**src/rtl/ext_irq_pkg.sv**
```systemverilog
package ext_irq_pkg;

    localparam int REG_W    = 8;
    localparam int BIT_MODE = 0;
    localparam int BIT_MASK = 1;
    localparam int BIT_ACK  = 2;
    localparam int BIT_PEND = 3;

    typedef logic [REG_W-1:0] reg_t;

    typedef struct packed {
        logic mask;
        logic level_mode;
    } ctrl_t;

    typedef struct packed {
        logic pend;
        logic ack_seen;
    } latch_t;

    function automatic reg_t pack_status(ctrl_t c, logic pend);
        reg_t r;
        r           = '0;
        r[BIT_MODE] = c.level_mode;
        r[BIT_MASK] = c.mask;
        r[BIT_ACK]  = 1'b0;
        r[BIT_PEND] = pend;
        return r;
    endfunction

endpackage

```
**src/rtl/ext_irq_sync.sv**
```systemverilog
module ext_irq_sync #(
    parameter int STAGES = 2
) (
    input  logic clk,
    input  logic rst,
    input  logic pin_n,
    output logic pin_s,
    output logic fall
);
    localparam int LAST = STAGES - 1;

    logic [LAST:0] chain;
    logic          prev;

    generate
        for (genvar i = 0; i < STAGES; i++) begin : g_stage
            if (i == 0) begin : g_first
                always_ff @(posedge clk) begin
                    if (rst) chain[0] <= 1'b0;
                    else     chain[0] <= pin_n;
                end
            end else begin : g_next
                always_ff @(posedge clk) begin
                    if (rst) chain[i] <= 1'b0;
                    else     chain[i] <= chain[i-1];
                end
            end
        end
    endgenerate

    always_ff @(posedge clk) begin
        if (rst) prev <= 1'b0;
        else     prev <= chain[LAST];
    end

    assign pin_s = chain[LAST];
    assign fall  = prev & ~chain[LAST];
endmodule

```
**src/rtl/ext_irq_latch.sv**
```systemverilog
module ext_irq_latch
    import ext_irq_pkg::*;
(
    input  logic clk,
    input  logic rst,
    input  logic level_mode,
    input  logic pin_s,
    input  logic fall,
    input  logic ack,
    output logic pend
);
    latch_t st_q, st_d;

    always_comb begin
        st_d = st_q;
        if (fall) begin
            st_d.pend     = 1'b1;
            st_d.ack_seen = 1'b0;
        end else if (ack) begin
            if (!level_mode || pin_s) begin
                st_d.pend     = 1'b0;
                st_d.ack_seen = 1'b0;
            end else begin
                st_d.ack_seen = st_q.pend;
            end
        end else if (!level_mode) begin
            st_d.ack_seen = 1'b0;
        end else if (st_q.ack_seen && pin_s) begin
            st_d.pend     = 1'b0;
            st_d.ack_seen = 1'b0;
        end
    end

    always_ff @(posedge clk) begin
        if (rst) st_q <= '0;
        else     st_q <= st_d;
    end

    assign pend = st_q.pend;
endmodule

```
**src/rtl/ext_irq_regs.sv**
```systemverilog
module ext_irq_regs
    import ext_irq_pkg::*;
(
    input  logic  clk,
    input  logic  rst,
    input  logic  wr,
    input  reg_t  wdata,
    input  logic  pend,
    output ctrl_t ctrl,
    output logic  sw_ack,
    output reg_t  rdata
);
    ctrl_t ctrl_q;

    always_ff @(posedge clk) begin
        if (rst) begin
            ctrl_q <= '0;
        end else if (wr) begin
            ctrl_q.level_mode <= wdata[BIT_MODE];
            ctrl_q.mask       <= wdata[BIT_MASK];
        end
    end

    assign ctrl   = ctrl_q;
    assign sw_ack = wr & wdata[BIT_ACK];
    assign rdata  = pack_status(ctrl_q, pend);
endmodule

```
**src/rtl/ext_irq_ctrl.sv**
```systemverilog
module ext_irq_ctrl
    import ext_irq_pkg::*;
#(
    parameter int          SYNC_STAGES = 2,
    parameter int          ADDR_W      = 16,
    parameter logic [15:0] VEC_ADDR    = 16'hFFF8
) (
    input  logic              clk,
    input  logic              rst,
    input  logic              pin_n,
    input  logic              vec_ack,
    input  logic              reg_wr,
    input  logic [REG_W-1:0]  reg_wdata,
    output logic [REG_W-1:0]  reg_rdata,
    output logic              irq_req,
    output logic [ADDR_W-1:0] vec_addr
);
    logic  pin_sync, fall_det, sw_ack, ack_any, pend_q, mode_w;
    ctrl_t ctrl;

    ext_irq_sync #(.STAGES(SYNC_STAGES)) u_sync (
        .clk   (clk),
        .rst   (rst),
        .pin_n (pin_n),
        .pin_s (pin_sync),
        .fall  (fall_det)
    );

    ext_irq_regs u_regs (
        .clk   (clk),
        .rst   (rst),
        .wr    (reg_wr),
        .wdata (reg_wdata),
        .pend  (pend_q),
        .ctrl  (ctrl),
        .sw_ack(sw_ack),
        .rdata (reg_rdata)
    );

    assign ack_any = vec_ack | sw_ack;
    assign mode_w  = ctrl.level_mode;

    ext_irq_latch u_latch (
        .clk        (clk),
        .rst        (rst),
        .level_mode (mode_w),
        .pin_s      (pin_sync),
        .fall       (fall_det),
        .ack        (ack_any),
        .pend       (pend_q)
    );

    assign irq_req  = pend_q & ~ctrl.mask;
    assign vec_addr = ADDR_W'(VEC_ADDR);
endmodule

```
**config.mk**
```make
export PLATFORM = sky130hd
export DESIGN_NAME = ext_irq_ctrl
export DESIGN_NICKNAME = d
export VERILOG_FILES = /design/src/rtl/ext_irq_pkg.sv /design/src/rtl/ext_irq_sync.sv /design/src/rtl/ext_irq_latch.sv /design/src/rtl/ext_irq_regs.sv /design/src/rtl/ext_irq_ctrl.sv
export SDC_FILE = /design/constraint.sdc
export NUM_CORES = 1
export LEC_CHECK = 0
export BUFFER_PORTS_ARGS = -buffer_cell sky130_fd_sc_hd__buf_2
export CAP_MARGIN = 20
export CORE_AREA = 2 2 39 41
export DETAILED_ROUTE_END_ITERATION = 16
export DIE_AREA = 0 0 41 43
export GPL_TIMING_DRIVEN = 1
export PLACE_DENSITY = 0.73
export SYNTH_ARGS = -nofsm -noshare
export SYNTH_HDL_FRONTEND = slang
export SYNTH_HIERARCHICAL = 1
export SYNTH_SLANG_ARGS = --single-unit
```
**constraint.sdc**
```tcl
create_clock -name clk -period 2.1 [get_ports clk]
set_input_delay 0.21 -clock clk [delete_from_list [all_inputs] [get_ports clk]]
set_output_delay 0.21 -clock clk [all_outputs]
set_load 0.02 [all_outputs]
```
# Yosys cells after proc, flatten, opt, wreduce, memory -nomap -nowiden
# Cells that the tools add are included.
# classes
n_eq_ne	1
muxes	6
bitwise	6
n_reduce_logical	7
# op_table
cell	count
2-bit two-way mux	3
3-bit nonzero test	2
1-bit AND	3
1-bit two-way mux	3
3-bit by 2-bit != test with 1-bit output (second input constant)	1
1-bit inverter	2
2-bit AND reduction	1
2-bit OR reduction	1
1-bit logical AND	1
1-bit zero test	1
1-bit logical OR	1
1-bit OR	1
# word_totals
ff_bits	7
inputBits	13
output_inout_bits	25
elab_cells	27

# Logic depth before layout (Yosys ltp)
# logic_depth
ltp_word	5
mapped_depth	4
mapped_depth_nobuf	4

# By module
# The synthesis kept the hierarchy.
# by_module_without_submodules
module	n_inst	cells_each	area_per_inst_um2	seq_area_each_um2
ext_irq_ctrl	1	20	140.1	0.0
ext_irq_regs	1	16	138.9	40.0
ext_irq_latch	1	9	92.6	40.0
ext_irq_sync	1	7	87.6	60.1

# Worst setup path before layout
# Ideal clock, no wire load.
# synth_timing
path_type	input-to-reg
from	input port reg_wdata[2]
to	register u_latch.st_q (netlist bit u_latch/pend)
setup_ns	0.088
arrival_time_ns	1.002
t_required_ns	2.012
path_slack_ns	1.010
stages	4
n_path_buf	0
cell_sequence	and2_2 > or2_1 > a21o_1 > a311oi_2
# synth_via
elab_chain_cells	4
elab_cells_between_ends	7
classes_between	mux: 2; bitwise: 2; reduce/logical: 3
# synth_rtl
item	line	text
from (decl)	ext_irq_ctrl.sv:13	input logic [REG_W-1:0] reg_wdata,
1-bit AND (*)	ext_irq_regs.sv:25	assign sw_ack = wr & wdata[BIT_ACK];
1-bit OR (*)	ext_irq_ctrl.sv:40	assign ack_any = vec_ack | sw_ack;
net ack_any	ext_irq_ctrl.sv:18	logic pin_sync, fall_det, sw_ack, ack_any, pend_q, mode_w;
3-bit nonzero test (no line) or 2-bit two-way mux (tied branches)	n/a	
2-bit AND reduction (no line) or 2-bit two-way mux (tied branches)	n/a	
to (signal assigned)	ext_irq_latch.sv:36	else st_q <= st_d;
to (decl)	ext_irq_latch.sv:12	latch_t st_q, st_d;
# Mark *: on every way through the listed nets, which the timed path passes. The rest lies on a longest branch.
# A chain may end at the register's enable or synchronous reset.

# Final worst setup path
# layout_timing
from	register u_latch.st_q (netlist bit u_latch/pend)
to	output port irq_req
# layout_via
elab_chain_cells	1
# layout_rtl
item	line	text
1-bit AND	ext_irq_ctrl.sv:53	assign irq_req = pend_q & ~ctrl.mask;
to (decl)	ext_irq_ctrl.sv:15	output logic irq_req,
# Every way passes these cells.

==> results.cfg <==
[run_status]
status = finished clean

[floorplan]
start_util_pct = 33.2
die_w_um = 41
die_y_um = 43
num_rows = 14
num_io_pins = 38
die-area_um2 = 1760
coreArea_um2 = 1380

[grt]
grt_antenna_before_repair = 0
gr-usage-met2_pct = 7.81
use_met1_pct = 7.12
grt_pass1_vias = 188
grt_start_max_net_pins = 8
use_met3_pct = 4.71
grt_first_pass_wirelength_um = 690
grt_overflow = 0
busiest_layer = met2
grt_usage_pct = 6.24

[final_layout]
layout_commonest_cell = conb_1
design_area_um2 = 448
synthToLayoutAreaGrowth_pct = -2.45
layout.nets = 75
antenna_cells = 0
final_layout_size_suffix_gt1_share_pct = 27.9
most-common-layout-cells = conb_1 (21), buf_2 (11), dfxtp_1 (7)

[detailed_routing]
vias_per_cell = 3.40
drc = 0
routedWlPerCell_um = 6.79
vias = 262
drt-initial-drc-count = 3
ant_nets = 0
firstDrtPassIters = 2
drt_wl_total_um = 523

[power_and_ir_drop]
ir_worst_vdd_v = 0.000223
powerDensity_nw_per_um2 = 711
leakage_nw = 0.243

[timing]
drv_slew = 0
fmax_mhz = 913
period_needed_ns = 1.09
rsz0062_at_grt = no
min_period_over_period_pct = 52.1
setup_viol = 0
clock_skew_ns = 0.00247
tns_ns = 0
hold_violations = 0

[setup_path]
rrSetupSlack_ns = 1.22
startpoint = u_latch/pend
worstSetupPathType = reg -> out
crit_path_end = irq_req
startpoint_type = register
cp_slowest_cell = dfxtp_1
critical_path_peak_fanout = 4
cp_slowest_stage_delay_ns = 0.35
crit_arrival_ns = 0.88
ff2ff_path_depth = 2
timing.critical_path.cells = nor2b_1 > buf_2
endpoint_kind = output port
cp_data_required_time_ns = 1.89
r2r-end = u_latch/st_q[0]
rr_startpoint = u_sync/pin_s

[synth]
synthesis.area_um2 = 459
synth_area_leaders = buf_4 (39%), dfxtp_1 (31%), mux2i_1 (6.5%)
synth.top_cell.area_share_pct = 39.2
ys_ff_latch = 7
synth.distinct_cells = 14
netlist_instances = 52
synth_area_per_cell_um2 = 8.83
synth_top_area_cell = buf_4
yosys_warnings = 6
yosysSeqAreaShare_pct = 30.5

[worst_hold_path]
hp-start = pin_n
hold_class = in -> reg

[place]
place_area_um2 = 422
hpwl_um = 442
io_buffers = 11
gp_congestion = 0.555

[cts]
htree_levels = 1
cts_root_buffer = clkbuf_4
cts.sinks = 7
cts_setup_buffers = 0
cts_tree = built
clockBufferDepth = 2
cts_resized = 0
worst_skew_pair.late_latency_ns = 0.24
cts_made_buffers = 3
clk_pin_slew_ns = 0.05
ctsHoldBuffers = 0

[job]
cap_violations = 0
[how the worst min path moves through the flow]
stage               cells after the start  slack, ns              end
floorplan                               1       0.28     u_latch/pend
global placement                        1       0.42     u_sync/pin_s
detailed placement                      2       0.42  u_sync/chain[0]
CTS                                     2       0.16  u_sync/chain[0]
global route                            2       0.17  u_sync/chain[0]
finish                                  2       0.17  u_sync/chain[0]
[cell families (layout without fill, tap and decap cells)]
logic type | after synthesis | after routing | synth area share (%)
buffers and inverters | 25 | 16 | 40.1
and+or+nand+nor | 12 | 12 | 15.5
DFF | 7 | 7 | 30.5
other | 3 | 21 | 2.45
muxes | 3 | 3 | 6.54
AOI/OAI and AO/OA | 2 | 2 | 4.90
[state kept, by name (all words and copies together) (netlist names)]
signal / cells
u_latch/pend: 1
u_sync/prev: 1
u_regs/ctrl: 2
u_sync/pin_s: 1
u_latch/st_q: 1
u_sync/chain: 1
[critical path: cells and delay by family (launching register included)]
family / cells / cell delay (ns)
simple gates: 1 / 0.13
flops: 1 / 0.35
buf+inv: 1 / 0.16
[synth_stat cells]
cell and number:
buf_4 24, dfxtp_1 7, nor2b_1 4, conb_1 3
mux2i_1 3, nor2_1 3, a21o_1 1, a311oi_2 1
and2_2 1, and2b_2 1, inv_1 1, nand2b_1 1
nor4_1 1, or2_1 1
[per-stage QoR]
| stage | hold WS (ns) | total power, mW | setup slack [ns] | instances | utilization, % |
|---|---|---|---|---|---|
| after detailed placement | 0.424 | 0.203 | 0.828 | 73 | 30.5 |
| after global placement | 0.417 | 0.203 | 0.867 | 73 | 30.5 |
| after floorplan | 0.278 | 0.224 | 1.01 | 70 | - |
| after global routing | 0.172 | 0.338 | 0.915 | 77 | 32.4 |
| final | 0.170 | 0.319 | 1.01 | 77 | 32.4 |
| after CTS | 0.162 | 0.326 | 0.981 | 77 | 32.4 |
[where the power goes]
group	total (mW)	internal [mW]	switching, mW
combinational	0.0600	0.0138	0.0462
sequential	0.141	0.138	0.00284
clock	0.118	0.0722	0.0455
[area by class of cell]
cell class	count	area, um2
Timing Repair Buffer	11	55.1
Inverter	1	3.75
Clock buffer	4	26.3
Fill cell	148	936
Sequential cell	7	140
Tap cell	16	20.0
Multi-Input combinational cell	38	203
[layer usage]
layer	vias to the layer above	share of wire (%)
met5	-	0
li1	134	-
met2	20	43
met1	108	42
met4	0	0
met3	0	15
Power figures use the tool's default switching activity.
